--- src/rtl/epoch_result_history.sv ---
module epoch_result_history #(
  parameter int NREG  = 8,
  parameter int DW    = 16,
  parameter int DEPTH = 8,
  parameter int PW    = 6,
  parameter int OPW   = 8,
  localparam int RW   = $clog2(NREG),
  localparam int AGW  = $clog2(DEPTH + 1) + 1,
  localparam int IW   = OPW + 2 * RW + 1 + DW
) (
  input  logic           clk,
  input  logic           rst_n,
  input  logic           wr_en,
  input  logic [RW-1:0]  wr_reg,
  input  logic [DW-1:0]  wr_data,
  input  logic           adv,
  input  logic           rd_en,
  input  logic [IW-1:0]  rd_insn,
  input  logic           rd_exposed,
  input  logic [AGW-1:0] rd_age,
  input  logic [PW-1:0]  rd_phys,
  output logic           rsp_valid,
  output logic [DW-1:0]  rsp_value,
  output logic [IW-1:0]  rsp_insn,
  output logic           rsp_err,
  output logic           free_valid,
  output logic [PW-1:0]  free_phys
);
  localparam int HW     = (DEPTH > 1) ? $clog2(DEPTH) : 1;
  localparam int SRC_LO = DW + 1;

  logic [DW-1:0] hist [NREG][DEPTH];
  logic [DW-1:0] pend_val [NREG];
  logic [NREG-1:0] pend_v;
  logic [NREG-1:0] wr_hit;

  assign wr_hit = wr_en ? (NREG'(1) << wr_reg) : '0;

  logic [RW-1:0]  rreg;
  logic [AGW-1:0] age_m1;
  logic [HW-1:0]  hidx;
  logic           age_ok;
  logic [DW-1:0]  cur_val, rd_val;
  logic [IW-1:0]  new_insn;

  assign rreg   = rd_insn[SRC_LO +: RW];
  assign age_ok = rd_age <= AGW'(DEPTH);
  assign age_m1 = rd_age - 1'b1;
  assign hidx   = age_m1[HW-1:0];
  assign cur_val = wr_hit[rreg] ? wr_data : (pend_v[rreg] ? pend_val[rreg] : hist[rreg][0]);
  assign rd_val  = (rd_age == '0) ? cur_val : hist[rreg][hidx];

  always_comb begin
    new_insn = rd_insn;
    if (rd_exposed && age_ok) begin
      new_insn[DW-1:0]         = rd_val;
      new_insn[DW]             = 1'b1;
      new_insn[SRC_LO +: RW]   = '0;
    end
  end

  always_ff @(posedge clk or negedge rst_n) begin
    if (!rst_n) begin
      for (int r = 0; r < NREG; r++) begin
        for (int k = 0; k < DEPTH; k++) hist[r][k] <= '0;
        pend_val[r] <= '0;
      end
      pend_v     <= '0;
      rsp_valid  <= 1'b0;
      rsp_value  <= '0;
      rsp_insn   <= '0;
      rsp_err    <= 1'b0;
      free_valid <= 1'b0;
      free_phys  <= '0;
    end else begin
      for (int r = 0; r < NREG; r++) begin
        if (adv) begin
          hist[r][0] <= wr_hit[r] ? wr_data : (pend_v[r] ? pend_val[r] : hist[r][0]);
          for (int k = 1; k < DEPTH; k++) hist[r][k] <= hist[r][k-1];
          pend_v[r] <= 1'b0;
        end else if (wr_hit[r]) begin
          pend_v[r]   <= 1'b1;
          pend_val[r] <= wr_data;
        end
      end
      rsp_valid  <= rd_en;
      rsp_err    <= rd_en && !age_ok;
      rsp_value  <= (rd_en && age_ok) ? rd_val : '0;
      rsp_insn   <= new_insn;
      free_valid <= rd_en && rd_exposed && age_ok;
      free_phys  <= rd_phys;
    end
  end


  free_ok_chk: assert property (@(posedge clk) disable iff (!rst_n)
    free_valid |-> rsp_valid && !rsp_err);


  err_nofree_chk: assert property (@(posedge clk) disable iff (!rst_n)
    rsp_err |-> !free_valid && rsp_value == '0);


  imm_match_chk: assert property (@(posedge clk) disable iff (!rst_n)
    free_valid |-> rsp_insn[DW] && rsp_insn[DW-1:0] == rsp_value && rsp_insn[SRC_LO +: RW] == '0);


  idle_chk: assert property (@(posedge clk) disable iff (!rst_n)
    !rsp_valid |-> !rsp_err && !free_valid);

  for (genvar g = 0; g < NREG; g++) begin : g_reg
    if (DEPTH > 1) begin : g_deep

      shift_chk: assert property (@(posedge clk) disable iff (!rst_n)
        adv |=> hist[g][DEPTH-1] == $past(hist[g][DEPTH-2]));
    end

    hold_chk: assert property (@(posedge clk) disable iff (!rst_n)
      !adv |=> $stable(hist[g][0]));

    copy_chk: assert property (@(posedge clk) disable iff (!rst_n)
      (adv && !pend_v[g] && !wr_hit[g]) |=> hist[g][0] == $past(hist[g][0]));
  end
endmodule

--- config.mk ---
export PLATFORM = sky130hd
export DESIGN_NAME = epoch_result_history
export DESIGN_NICKNAME = d
export VERILOG_FILES = /design/src/rtl/epoch_result_history.sv
export SDC_FILE = /design/constraint.sdc
export NUM_CORES = 2
export LEC_CHECK = 0
export BUFFER_PORTS_ARGS = -buffer_cell sky130_fd_sc_hd__buf_2
export CELL_PAD_IN_SITES_DETAIL_PLACEMENT = 0
export CELL_PAD_IN_SITES_GLOBAL_PLACEMENT = 1
export CORE_MARGIN = 4
export CORE_UTILIZATION = 40
export DETAILED_ROUTE_END_ITERATION = 6
export PLACE_DENSITY_LB_ADDON = 0.1
export SETUP_SLACK_MARGIN = 0.05
export SYNTH_ARGS = -nofsm -noshare
export SYNTH_HDL_FRONTEND = slang
export SYNTH_SLANG_ARGS = --single-unit
--- constraint.sdc ---
create_clock -name clk -period 4.3 [get_ports clk]
set_input_delay 0.215 -clock clk [delete_from_list [all_inputs] [get_ports clk]]
set_output_delay 0.215 -clock clk [all_outputs]
set_load 0.05 [all_outputs]
Yosys cells after proc, flatten, opt, wreduce, memory -nomap -nowiden

Cells that the tools add are included.

$add $sub $neg: 1
Order comparisons: 4
Shift operators: 1
Mux-type cells: 51
Bitwise gates (word level): 3
Reductions and logical operators: 39

Operators by type and width:

| operator              | number |
|---|---|
| $bmux W128 S3         | 1 |
| $mux W16              | 24 |
| $mux W128             | 2 |
| $bmux W16 S3          | 2 |
| $reduce_and A2 Y1     | 16 |
| $reduce_bool A2 Y1    | 16 |
| $mux W20              | 1 |
| $mux W1               | 18 |
| $ge A4 B4 Y1 const B  | 2 |
| $mux W8               | 1 |
| $not A3 Y4            | 2 |
| $shl A1 B3 Y8 const A | 1 |
| $bmux W1 S3           | 2 |
| $le A5 B4 Y1 const B  | 1 |
| $logic_and A1 B1 Y1   | 5 |
| $logic_not A5 Y1      | 1 |
| $lt A3 B4 Y1 const B  | 1 |
| $sub A3 B1 Y3 const B | 1 |
| $logic_not A1 Y1      | 1 |
| $not A1 Y1            | 1 |

Register bits after elaboration: 1216
Output and inout bits: 56
Logic and storage cells: 185

Logic depth before layout (Yosys ltp)

Word-level depth: 9
Gate-level depth with buffers: 12

Least setup slack after synthesis

No wires, ideal clock.

Path type: input-to-reg
From: input rd_age[0]
To: register rsp_value[0]
Library setup time: 0.094 ns
Arrival: 2.289 ns
Required time: 4.206 ns
Path slack: 1.917 ns
Cell stages on the path: 9
Buffers on the path: 4
Path through: buf_2 inv_2 ha_1 clkbuf_1 clkbuf_1 clkbuf_1 nor2_1 o32a_1 a211oi_1

Word-level cells in the longest chain between the ends: 7
Elaborated cells on any way between the ends: 10
Those cells by class: add/sub (1); order compare (1); mux (5); bitwise (1); reduce/logical (2)

Ends and longest elaborated chain:

| element                                      | line | source |
|---|---|---|
| from (decl)                                  | 20   | `input logic [AGW-1:0] rd_age,` |
| $sub A3 B1 Y3                                | 48   | `assign age_m1 = rd_age - 1'b1;` |
| $not A3 Y4 (not written as such)             | 51   | `assign rd_val = (rd_age == '0) ? cur_val : hist[rreg][hidx];` |
| $bmux W16 S3                                 | 51   |  |
| $mux W16 (not written as such) (2 in series) | 51   |  |
| $mux W16                                     | 51   |  |
| $mux W16 (*)                                 | 88   | `rsp_value <= (rd_en && age_ok) ? rd_val : '0;` |
| to (signal assigned)                         | 88   |  |
| to (decl)                                    | 23   | `output logic [DW-1:0] rsp_value,` |

Every way passes the cells marked *; elsewhere a longest branch is shown, timed or not. The select of a mux whose other input is x is not followed.
A chain may end at the register's enable or synchronous reset.

Final worst setup path

From: input wr_en
To: register hist[372] in the netlist's numbering

Word-level cells in the longest chain between the ends: 3
Elaborated cells on any way between the ends: 4
Those cells by class: mux (2); reduce/logical (2)

Ends and longest elaborated chain:

| element                         | line | source |
|---|---|---|
| from (decl)                     | 13   | `input logic wr_en,` |
| $mux W8 (*)                     | 37   | `assign wr_hit = wr_en ? (NREG'(1) << wr_reg) : '0;` |
| $reduce_bool A2 Y1 (no line)    | n/a  |  |
| $reduce_and A2 Y1 (no line)     | n/a  |  |
| to (signal, indexed assignment) | 78   | `hist[r][0] <= wr_hit[r] ? wr_data : (pend_v[r] ? pend_val[r] : hist[r][0]);` |
| to (decl)                       | 32   | `logic [DW-1:0] hist [NREG][DEPTH];` |

Every way passes the cells marked *; elsewhere a longest branch is shown, timed or not.

==> impl_metrics.csv <==
group,metric,value,unit
clock_tree,cts_tree,"done",
setup_path,crit_path_start_kind,"input port",
logic_synthesis,yosysWarnings,0,
floorplan,die_w,382,um
logic_synthesis,synth_ff_type,"dfrtp_1",
final_layout,layout-drive-gt1-share,44.3,%
setup_path,arrival,3280,ps
detailed_routing,postRouteAntennaNets,0,
sta,fin_skew,17.1,ps
power_and_ir_drop,switching_power,11.7,mW
setup_path,crit_fanout,19,
logic_synthesis,ys_top_cells_by_count,"dfrtp_1 (1,216), mux2_2 (1,041), mux2i_1 (276)",
power_and_ir_drop,swShare,29.2,%
logic_synthesis,ys_seq_area_share,54.5,%
power_and_ir_drop,vdd_drop_max,0.000428,V
final_layout,area_growth,14.3,%
grt,first_global_vias,34500,
logic_synthesis,synth_most_common_cell,"dfrtp_1",
sta,period_needed,2650,ps
floorplan,rows,136,
clock_tree,cts_hold_buf,57,
detailed_routing,drt_iter0_drc,2086,
detailed_routing,drt-pass1-iter-count,5,
detailed_routing,routed_via_density,5.56,
status,status,"finished, final reports clean",
clock_tree,numClockSinks,1216,
placed_design,portBuffers,122,
final_layout,final_cell_area,63800,sq um
detailed_routing,vias,32700,
sta,finalCritPeriodShare,61.6,%
logic_synthesis,synth_top_area_cell,"dfrtp_1",
clock_tree,h-tree-depth,4,
sta,setup_viol,0,
clock_tree,root_buffer,"clkbuf_16",
logic_synthesis,async_reset_ff_share,100,%
placed_design,placed_cells,5561,
final_layout,layout.nets,3968,
final_layout,layoutNonFillerInstCount,5870,
detailed_routing,m1WireLength,72.7,mm
grt,grt_max_degree,186,
sta,fmax,378,MHz
clock_tree,clkLatencyLatePin,770,ps
logic_synthesis,synth_cell_types,61,
final_layout,n_fill_cell,12400,
detailed_routing,maxUsedRoutingLayer,"met5",
floorplan,die_height,382,um
placed_design,dp_hpwl,101,mm
sta,slew_headroom,20.0,%
detailed_routing,wl_per_cell,26.5,um
detailed_routing,drc,0,
clock_tree,clkTransAtPathRegs,60,ps
run,max_cap_viol_count,0,
clock_tree,clockBufferDepth,3,
sta,worst_pin_slew,1200,ps
logic_synthesis,synth_edf_count,0,
setup_path,path_class,"in2reg",
logic_synthesis,syn_inst,3752,
logic_synthesis,synthesis.nets,3820,
sta,fin_tns_setup,0,ps
logic_synthesis,ys_ff_latch,1216,
power_and_ir_drop,clockPowerShare,29.8,%
clock_tree,cts_buffers,143,
floorplan,initial_core_util,40.4,%
grt,antenna_found_initial,10,
grt,grt-ovfl-total,0,
placed_design,dpl_cell_area,58700,sq um
setup_path,cp.required,4930,ps
logic_synthesis,syn_area,55900,sq um
placed_design,gp_congestion,0.784,
sta,maxSlewViolCount,0,
power_and_ir_drop,p_per_area,625,nW/um^2
detailed_routing,wl_met3,5.09,mm
clock_tree,cts_resized,0,
power_and_ir_drop,power_leakage,28.8,nW
sta,rsz0062_at_grt,"no",
setup_path,worstSetupEndpointType,"flop",
power_and_ir_drop,intPower,28.2,mW
power_and_ir_drop,comb_power_share,22.0,%
grt,grt_pass1_wl,237,mm
floorplan,die_area,146000,sq um
power_and_ir_drop,pwr-share-seq,48.2,%
logic_synthesis,synth_area_leaders,"dfrtp_1 (54%), mux2_2 (21%), mux4_2 (9.9%)",
floorplan,coreArea,138000,sq um
sta,hold_viol,0,
detailed_routing,wl_met2,74.8,mm
detailed_routing,wirelength,156,mm
clock_tree,cts_setup_buffers,0,
min_path,hold_class,"in2reg",
floorplan,ioPinCount,123,
grt,grt_usage,21.5,%
logic_synthesis,synth.avg_cell_area,14.9,sq um
logic_synthesis,yosysTopAreaCellShare,54.5,%
[cell usage in the layout, fill, tap and decap left out, drive strengths merged, types with 4 or more instances in the layout]
cell type	instances
dfrtp	1216
mux2	1041
mux2i	277
mux4	254
buf	244
clkbuf	221
nand2	177
o21ai	166
dlygate4sd3	57
a22oi	50
nor2	47
a21oi	31
a211oi	21
inv	18
nor2b	15
a22o	14
o22ai	13
clkinv	13
nor3	13
a311oi	11
and2	10
nand2b	10
o32a	10
a21o	10
o31ai	7
a221oi	6
a32oi	5
diode	4
nand3	4
o221ai	4
[power groups by stage]
stage	combinational, mW	sequential, mW	clock (mW)
6_report	8.78	19.2	11.9
5_1_grt	9.59	19.9	12.7
3_3_place_gp	8.68	19.5	0
2_1_floorplan	6.87	18.0	0
4_1_cts	8.92	19.3	12.3
3_5_place_dp	8.82	19.5	0
[logic make-up (layout without fill, tap and decap cells)]
group	Yosys count	count (layout)	share of synthesized area, %
multiplexers	1572	1572	36.2
flip-flops	1216	1216	54.5
AO/OA/AOI/OAI	362	362	4.12
buffers and inverters	304	555	2.79
AND/OR/NAND/NOR	294	294	2.33
XOR/XNOR	3	3	0.0470
adder cells (fa/ha/maj)	1	1	0.0224
other	0	4	0
[flip-flops by register name, indices dropped and copies added, names as in the netlist]
name,cells
free_phys,6
free_valid,1
hist,1024
pend_v,8
pend_val,128
rsp_err,1
rsp_insn,31
rsp_valid,1
rsp_value,16
[per-layer routing]
metal / GRT usage, % / vias to the layer above
met5: 0 / -
met4: 5.09 / 2
met3: 3.03 / 230
met2: 34.7 / 545
met1: 31.0 / 17500
li1: - / 14300
[metrics by stage]
step	hold slack, ps	power [mW]	util, %	setup WS, ps
final	85.9	39.9	46.2	1650
after global routing	70.4	42.1	46.2	1600
after CTS	8.52	40.5	46.2	1630
after detailed placement	325	28.3	42.5	988
after global placement	323	28.1	42.5	911
after floorplan	-80.6	24.9	-	1920
[final cells by class]
type                       count  area, sq um  share of cell area (%)
sequential                  1216        30400                    47.7
multi-input combinational   2232        24100                    37.7
clock buffer                 221         4290                    6.71
timing repair buffer         301         2430                    3.80
tap                         1863         2330                    3.65
clock inverter                27          287                   0.449
inverter                       6         22.5                  0.0353
antenna                        4         10.0                  0.0157
[final timing paths]
check | start | cells after the start | endpoint | slack [ps]
min in group asynchronous | rst_n | 2 | hist[908]$_DFFE_PN0P_ | 120
max reg2reg | pend_v[7]$_DFFE_PN0P_ | 6 | rsp_insn[1]$_DFF_PN0_ | 1660
max in group asynchronous | rst_n | 3 | hist[454]$_DFFE_PN0P_ | 2910
min reg2reg | hist[521]$_DFFE_PN0P_ | 1 | hist[521]$_DFFE_PN0P_ | 500
min | wr_reg[1] | 4 | pend_v[3]$_DFFE_PN0P_ | 90
max | wr_en | 8 | hist[372]$_DFFE_PN0P_ | 1650
[critical path: stages]
cell and delay [ps]:
dlygate4sd3_1 570, buf_2 170, nand2_1 200, or2_2 850, nand2_1 110, nand2_1 800, buf_12 240, o21ai_0 100
No activity file was read; power rests on OpenSTA's default activity.
